--- src/rtl/audio_clkgen_pkg.sv ---
package audio_clkgen_pkg;

    localparam int RATIO_W = 10;

    function automatic logic [RATIO_W-1:0] root_ratio(input logic [1:0] code);
        case (code)
            2'd0:    return RATIO_W'(256);
            2'd1:    return RATIO_W'(512);
            2'd2:    return RATIO_W'(384);
            default: return RATIO_W'(768);
        endcase
    endfunction

    function automatic logic [RATIO_W-1:0] bit_ratio(input logic [1:0] code);
        case (code)
            2'd0:    return RATIO_W'(32);
            2'd1:    return RATIO_W'(48);
            2'd2:    return RATIO_W'(16);
            default: return RATIO_W'(24);
        endcase
    endfunction

    function automatic logic [4:0] sample_bits(input logic [1:0] code);
        case (code)
            2'd0:    return 5'd16;
            2'd1:    return 5'd8;
            2'd2:    return 5'd24;
            default: return 5'd0;
        endcase
    endfunction

endpackage

--- src/rtl/audio_clkgen_cfg.sv ---
module audio_clkgen_cfg
    import audio_clkgen_pkg::*;
#(
    parameter int CNT_W = 6
) (
    input  logic             clk,
    input  logic             rst_n,
    input  logic             slave_mode,
    input  logic [1:0]       rclk_code,
    input  logic [1:0]       bclk_code,
    input  logic [1:0]       width_code,
    output logic             bad_cfg,
    output logic [CNT_W-1:0] fac_n,
    output logic [CNT_W-1:0] fac_b,
    output logic             err_q
);
    logic [RATIO_W-1:0] rr;
    logic [RATIO_W-1:0] br;
    logic [RATIO_W-1:0] quot;
    logic               uneven;
    logic               wide_bad;
    logic               err_d;

    always_comb begin
        rr       = root_ratio(rclk_code);
        br       = bit_ratio(bclk_code);
        quot     = rr / br;
        uneven   = (rr % br) != '0;
        wide_bad = (sample_bits(width_code) == 5'd24) &&
                   ((rr == RATIO_W'(256)) || (rr == RATIO_W'(512)));
        bad_cfg  = uneven || wide_bad || (width_code == 2'd3);
        fac_n    = CNT_W'(quot);
        fac_b    = CNT_W'(br);
        err_d    = !slave_mode && bad_cfg;
    end

    always_ff @(posedge clk or negedge rst_n) begin
        if (!rst_n) err_q <= 1'b0;
        else        err_q <= err_d;
    end
endmodule

--- src/rtl/audio_clkgen_psc.sv ---
module audio_clkgen_psc #(
    parameter int PSC_W = 6
) (
    input  logic             clk,
    input  logic             rst_n,
    input  logic             run,
    input  logic             psc_en,
    input  logic [PSC_W-1:0] psc_val,
    output logic             tick
);
    typedef struct packed {
        logic [PSC_W-1:0] cnt;
        logic             stb;
    } psc_t;

    psc_t st_d, st_q;

    always_comb begin
        st_d     = st_q;
        st_d.stb = 1'b0;
        st_d.cnt = '0;
        if (run) begin
            if (!psc_en) begin
                st_d.stb = 1'b1;
            end else if (st_q.cnt >= psc_val) begin
                st_d.stb = 1'b1;
            end else begin
                st_d.cnt = st_q.cnt + 1'b1;
            end
        end
    end

    always_ff @(posedge clk or negedge rst_n) begin
        if (!rst_n) st_q <= '0;
        else        st_q <= st_d;
    end

    assign tick = st_q.stb;
endmodule

--- src/rtl/audio_clkgen_div.sv ---
module audio_clkgen_div #(
    parameter int CNT_W = 6
) (
    input  logic             clk,
    input  logic             rst_n,
    input  logic             run,
    input  logic             tick,
    input  logic [CNT_W-1:0] fac_n,
    input  logic [CNT_W-1:0] fac_b,
    output logic             bstb,
    output logic             bclk,
    output logic             frame
);
    typedef struct packed {
        logic [CNT_W-1:0] rcnt;
        logic [CNT_W-1:0] bcnt;
        logic             bclk;
        logic             bstb;
        logic             frame;
    } div_t;

    div_t dv_d, dv_q;
    logic [CNT_W-1:0] half_n;
    logic [CNT_W-1:0] half_b;

    assign half_n = fac_n >> 1;
    assign half_b = fac_b >> 1;

    always_comb begin
        dv_d      = dv_q;
        dv_d.bstb = 1'b0;
        if (!run) begin
            dv_d = '0;
        end else begin
            if (tick) begin
                if (dv_q.rcnt >= fac_n - 1'b1) begin
                    dv_d.rcnt = '0;
                    dv_d.bclk = 1'b0;
                    dv_d.bstb = 1'b1;
                end else begin
                    dv_d.rcnt = dv_q.rcnt + 1'b1;
                    if (dv_q.rcnt == half_n - 1'b1) dv_d.bclk = 1'b1;
                end
            end
            if (dv_q.bstb) begin
                if (dv_q.bcnt >= fac_b - 1'b1) begin
                    dv_d.bcnt  = '0;
                    dv_d.frame = ~dv_q.frame;
                end else begin
                    dv_d.bcnt = dv_q.bcnt + 1'b1;
                    if (dv_q.bcnt == half_b - 1'b1) dv_d.frame = ~dv_q.frame;
                end
            end
        end
    end

    always_ff @(posedge clk or negedge rst_n) begin
        if (!rst_n) dv_q <= '0;
        else        dv_q <= dv_d;
    end

    assign bstb  = dv_q.bstb;
    assign bclk  = dv_q.bclk;
    assign frame = dv_q.frame;
endmodule

--- src/rtl/audio_clkgen.sv ---
module audio_clkgen #(
    parameter int PSC_W   = 6,
    parameter int MAX_DIV = 48
) (
    input  logic             clk,
    input  logic             rst_n,
    input  logic             glob_en,
    input  logic             slave_mode,
    input  logic             psc_en,
    input  logic [PSC_W-1:0] psc_val,
    input  logic [1:0]       rclk_code,
    input  logic [1:0]       bclk_code,
    input  logic [1:0]       width_code,
    output logic             rclk_stb,
    output logic             bclk_stb,
    output logic             bclk_out,
    output logic             frame_out,
    output logic             cfg_err
);
    localparam int CNT_W = $clog2(MAX_DIV + 1);

    logic             bad_cfg;
    logic [CNT_W-1:0] fac_n;
    logic [CNT_W-1:0] fac_b;
    logic             run;

    audio_clkgen_cfg #(.CNT_W(CNT_W)) u_cfg (
        .clk        (clk),
        .rst_n      (rst_n),
        .slave_mode (slave_mode),
        .rclk_code  (rclk_code),
        .bclk_code  (bclk_code),
        .width_code (width_code),
        .bad_cfg    (bad_cfg),
        .fac_n      (fac_n),
        .fac_b      (fac_b),
        .err_q      (cfg_err)
    );

    assign run = glob_en && !slave_mode && !bad_cfg;

    audio_clkgen_psc #(.PSC_W(PSC_W)) u_psc (
        .clk     (clk),
        .rst_n   (rst_n),
        .run     (run),
        .psc_en  (psc_en),
        .psc_val (psc_val),
        .tick    (rclk_stb)
    );

    audio_clkgen_div #(.CNT_W(CNT_W)) u_div (
        .clk   (clk),
        .rst_n (rst_n),
        .run   (run),
        .tick  (rclk_stb),
        .fac_n (fac_n),
        .fac_b (fac_b),
        .bstb  (bclk_stb),
        .bclk  (bclk_out),
        .frame (frame_out)
    );
endmodule

--- config.mk ---
export PLATFORM = sky130hd
export DESIGN_NAME = audio_clkgen
export DESIGN_NICKNAME = d
export VERILOG_FILES = /design/src/rtl/audio_clkgen_pkg.sv /design/src/rtl/audio_clkgen_cfg.sv /design/src/rtl/audio_clkgen_psc.sv /design/src/rtl/audio_clkgen_div.sv /design/src/rtl/audio_clkgen.sv
export SDC_FILE = /design/constraint.sdc
export NUM_CORES = 1
export LEC_CHECK = 0
export ABC_AREA = 1
export CAP_MARGIN = 5
export CORE_MARGIN = 4
export CORE_UTILIZATION = 30
export DETAILED_ROUTE_END_ITERATION = 16
export HOLD_SLACK_MARGIN = 0.1
export SYNTH_ARGS = -nofsm -noshare
export SYNTH_HDL_FRONTEND = slang
export SYNTH_SLANG_ARGS = --single-unit
--- constraint.sdc ---
create_clock -name clk -period 2.7 [get_ports clk]
set_input_delay 0.54 -clock clk [delete_from_list [all_inputs] [get_ports clk]]
set_output_delay 0.54 -clock clk [all_outputs]
set_load 0.05 [all_outputs]
==> results.tsv <==
metric	value	unit
clk buf depth	2	
mux contribution to synthesized area	0	%
number of global-route vias before repair	3684	
dpl cell area	4250	sq um
drt via density	4.75	
DPL Wire Length	6030	microns
Slew headroom	64.7	%
worst reg2reg path startpoint	u_div.dv_q[9]$_DFFE_PN0P_	
initial antenna violation count	0	
Antenna Nets Post-Route	0	
most frequent cell after synthesis	nand2_1	
delay of the slowest critical-path stage	0.27	ns
DR pass1 iterations	4	
Worst-Skew Late Latency	0.26	ns
gpl congestion	0.860	
min-delay src	u_psc.st_q[1]$_DFF_PN0_	
top post-synthesis cells by area	dfrtp_1 (19%), ha_1 (18%), nand2_1 (11%)	
Max Cap Viol	0	
via count	3623	
Worst Skew	0.00325	ns
CP max FO	7	
NumNets Final	692	
TritonCTS clock tree	done	
Initial Util	30.9	%
Finished Core Util	54.9	%
CTS Sinks	23	
Hold Path Depth	1	
PwrDens	777	nW/um^2
Synth async-reset ratio	100	%
Crit path arrival time	7.94	ns
Setup WS post-layout	-5.03	ns
f_max	0.129	GHz
Die W	109	microns
Mapped Area	3030	sq um
Initial DRC Count	192	
setup violators final	23	
total power	0.00419	W
outcome	finished, violations left	
overflow left after global routing	0	
cell mode on critical path	ha_4	
first-pass GRT wire length	16900	microns
core area	9820	sq um
VDD IR max	495	uV
Main synth FF type	dfrtp_1	
critical path type	in -> reg	
worst endpoint required time	2.90	ns
largest net degree at the start of global routing	24	
Crit. End Element	flip-flop	
cells after synthesis	424	
Least-Margin Pin Slew	0.528	ns
Synth top area share	19.0	%
Worst-path clk slew	0.08	ns
io pins	22	
FF-to-FF path depth	11	
CTS Root Cell	clkbuf_8	
Yosys reg bits	23	
WHS	0.511	ns
Synth Area in Simple Gates	36.1	%
synth-to-layout area growth	78.0	%
Num CTS Buffers	3	
failing checks	negative setup slack	
Lkg Pwr	2.71	nW
largest family of logic cells by synthesized area	simple AND/OR/NAND/NOR gates	
distinct cell type count after synthesis	38	
H-Tree Depth	1	
Slew Limit Fails	0	
total die area	11800	sq um
share of layout cells above drive strength 1	49.9	%
DR WL/cell	13.6	microns
number of synthesized flops with an enable pin	0	
Design Area, Final	5390	sq um
XOR/XNOR share of the synthesized area	7.80	%
multi-input logic area	2640	sq um
RSZ-0062 raised after global routing	true	
Synth Area in Compound Gates	7.84	%
Fillers	866	
Final Hold Viols	0	
Mean Syn Cell Area	7.15	sq um
sequential fraction of the synthesis area	19.0	%
CP max stage cell	ha_4	
Antenna diodes	0	
cell taking the most area after synthesis	dfrtp_1	
Final period util	286	%
die height	109	microns
Post-Route WL	10400	microns
flop-to-flop setup slack	0.57	ns
Buffers on Ports	21	
min Tclk post-route	7.73	ns
CP Launch Type	input pin	
CTS Hold Bufs	0	
Row Count	36	
GRT Total Usage	17.6	%
worst hold path type	reg -> reg	
adder-cell share of the synthesized area	18.8	%
net count after synthesis	486	
crit path from	rclk_code[0]	
Yosys Warn Count	0	
most instantiated cells after synthesis	nand2_1 (92), inv_1 (66), ha_1 (44)	
Sequential Area	576	sq um
# DRC	0	
[final timing paths]
kind                                         endpoint
min in group asynchronous     u_psc.st_q[4]$_DFF_PN0_
setup / recovery           u_div.dv_q[14]$_DFFE_PN0P_
setup reg to reg           u_div.dv_q[14]$_DFFE_PN0P_
hold / removal                u_psc.st_q[1]$_DFF_PN0_
hold reg to reg               u_psc.st_q[1]$_DFF_PN0_
max in group asynchronous  u_div.dv_q[12]$_DFFE_PN0P_
[layout by cell type, fill, tap and decap left out, types with 6 or more instances in the layout]
cell             count
inv_1               51
inv_2               14
xnor2_1              8
buf_6                6
a21oi_1              8
nand3_2              9
nor2_2               6
buf_4              177
ha_1                24
a21oi_2              6
nand2_2             17
dfrtp_1             23
nand2_1             73
nand2_4             11
nor2_1              16
nand4_1             16
inv_4                6
ha_4                17
nor2_4               6
nand3_1             33
clkdlybuf4s50_1     17
xor2_1              19
[cell families (layout without fill, tap and decap cells)]
group | Yosys count | in the layout
AOI/OAI and AO/OA | 40 | 40
xor gates and xnor gates | 27 | 27
adders and majority gates | 45 | 45
buffers and inverters | 78 | 283
DFF | 23 | 23
and+or+nand+nor | 211 | 211
[area by class of cell]
class                           instances  share of cell area [%]
Timing Repair Buffer                  206                    31.0
Sequential cell                        23                    10.7
Multi-Input combinational cell        323                    48.9
Clock buffer                            4                   0.835
Tap cell                              133                    3.09
Inverter                               72                    5.45
Timing Repair inverter                  1                   0.116
[sequential cells by signal (all words and copies together), names as in the netlist]
signal and count:
u_psc.st_q 6, u_cfg.err_q 1, u_div.bstb 1, u_psc.tick 1
u_div.dv_q 12, u_div.frame 1, u_div.bclk 1
[critical path: cells and delay by family]
family / cells / cell delay [ns]
XOR/XNOR: 1 / 0.13
AND/OR/NAND/NOR: 23 / 2.14
buffers and inverters: 12 / 0.87
adder cells (fa/ha/maj): 10 / 2.23
AO/OA/AOI/OAI: 15 / 2.00
[metrics by stage]
stage | setup TNS (ns) | worst slack, ns | instances
6_report | -108.47 | -5.03 | 762
2_1_floorplan | -114.80 | -5.69 | 424
3_3_place_gp | -124.39 | -5.97 | 654
5_1_grt | -117.45 | -5.57 | 762
4_1_cts | -101.61 | -4.92 | 747
3_5_place_dp | -128.43 | -6.16 | 654
[report_power, final]
group | internal (W) | switching (W)
combinational | 0.00190 | 0.00172
clock | 0.000105 | 0.000104
sequential | 0.000351 | 0.00000764
total | 0.00235 | 0.00184
[metal layers]
metal	wire length, microns	up-vias	share of wire (%)	global-route usage [%]
met1	4320	1697	42	21.4
met3	305	32	2.9	1.01
li1	-	1798	-	-
met2	5400	96	52	32.7
met5	0	-	0	0
met4	333	0	3.2	5.86
[what timing repair did]
item                                    4_1_cts  5_1_grt
pin swaps                                    49       27
gates cloned                                  1        0
endpoints found under the setup margin       23       23
resized for setup                            69       35
buffers inserted                             95       17
(Power assumes the default switching activity.)
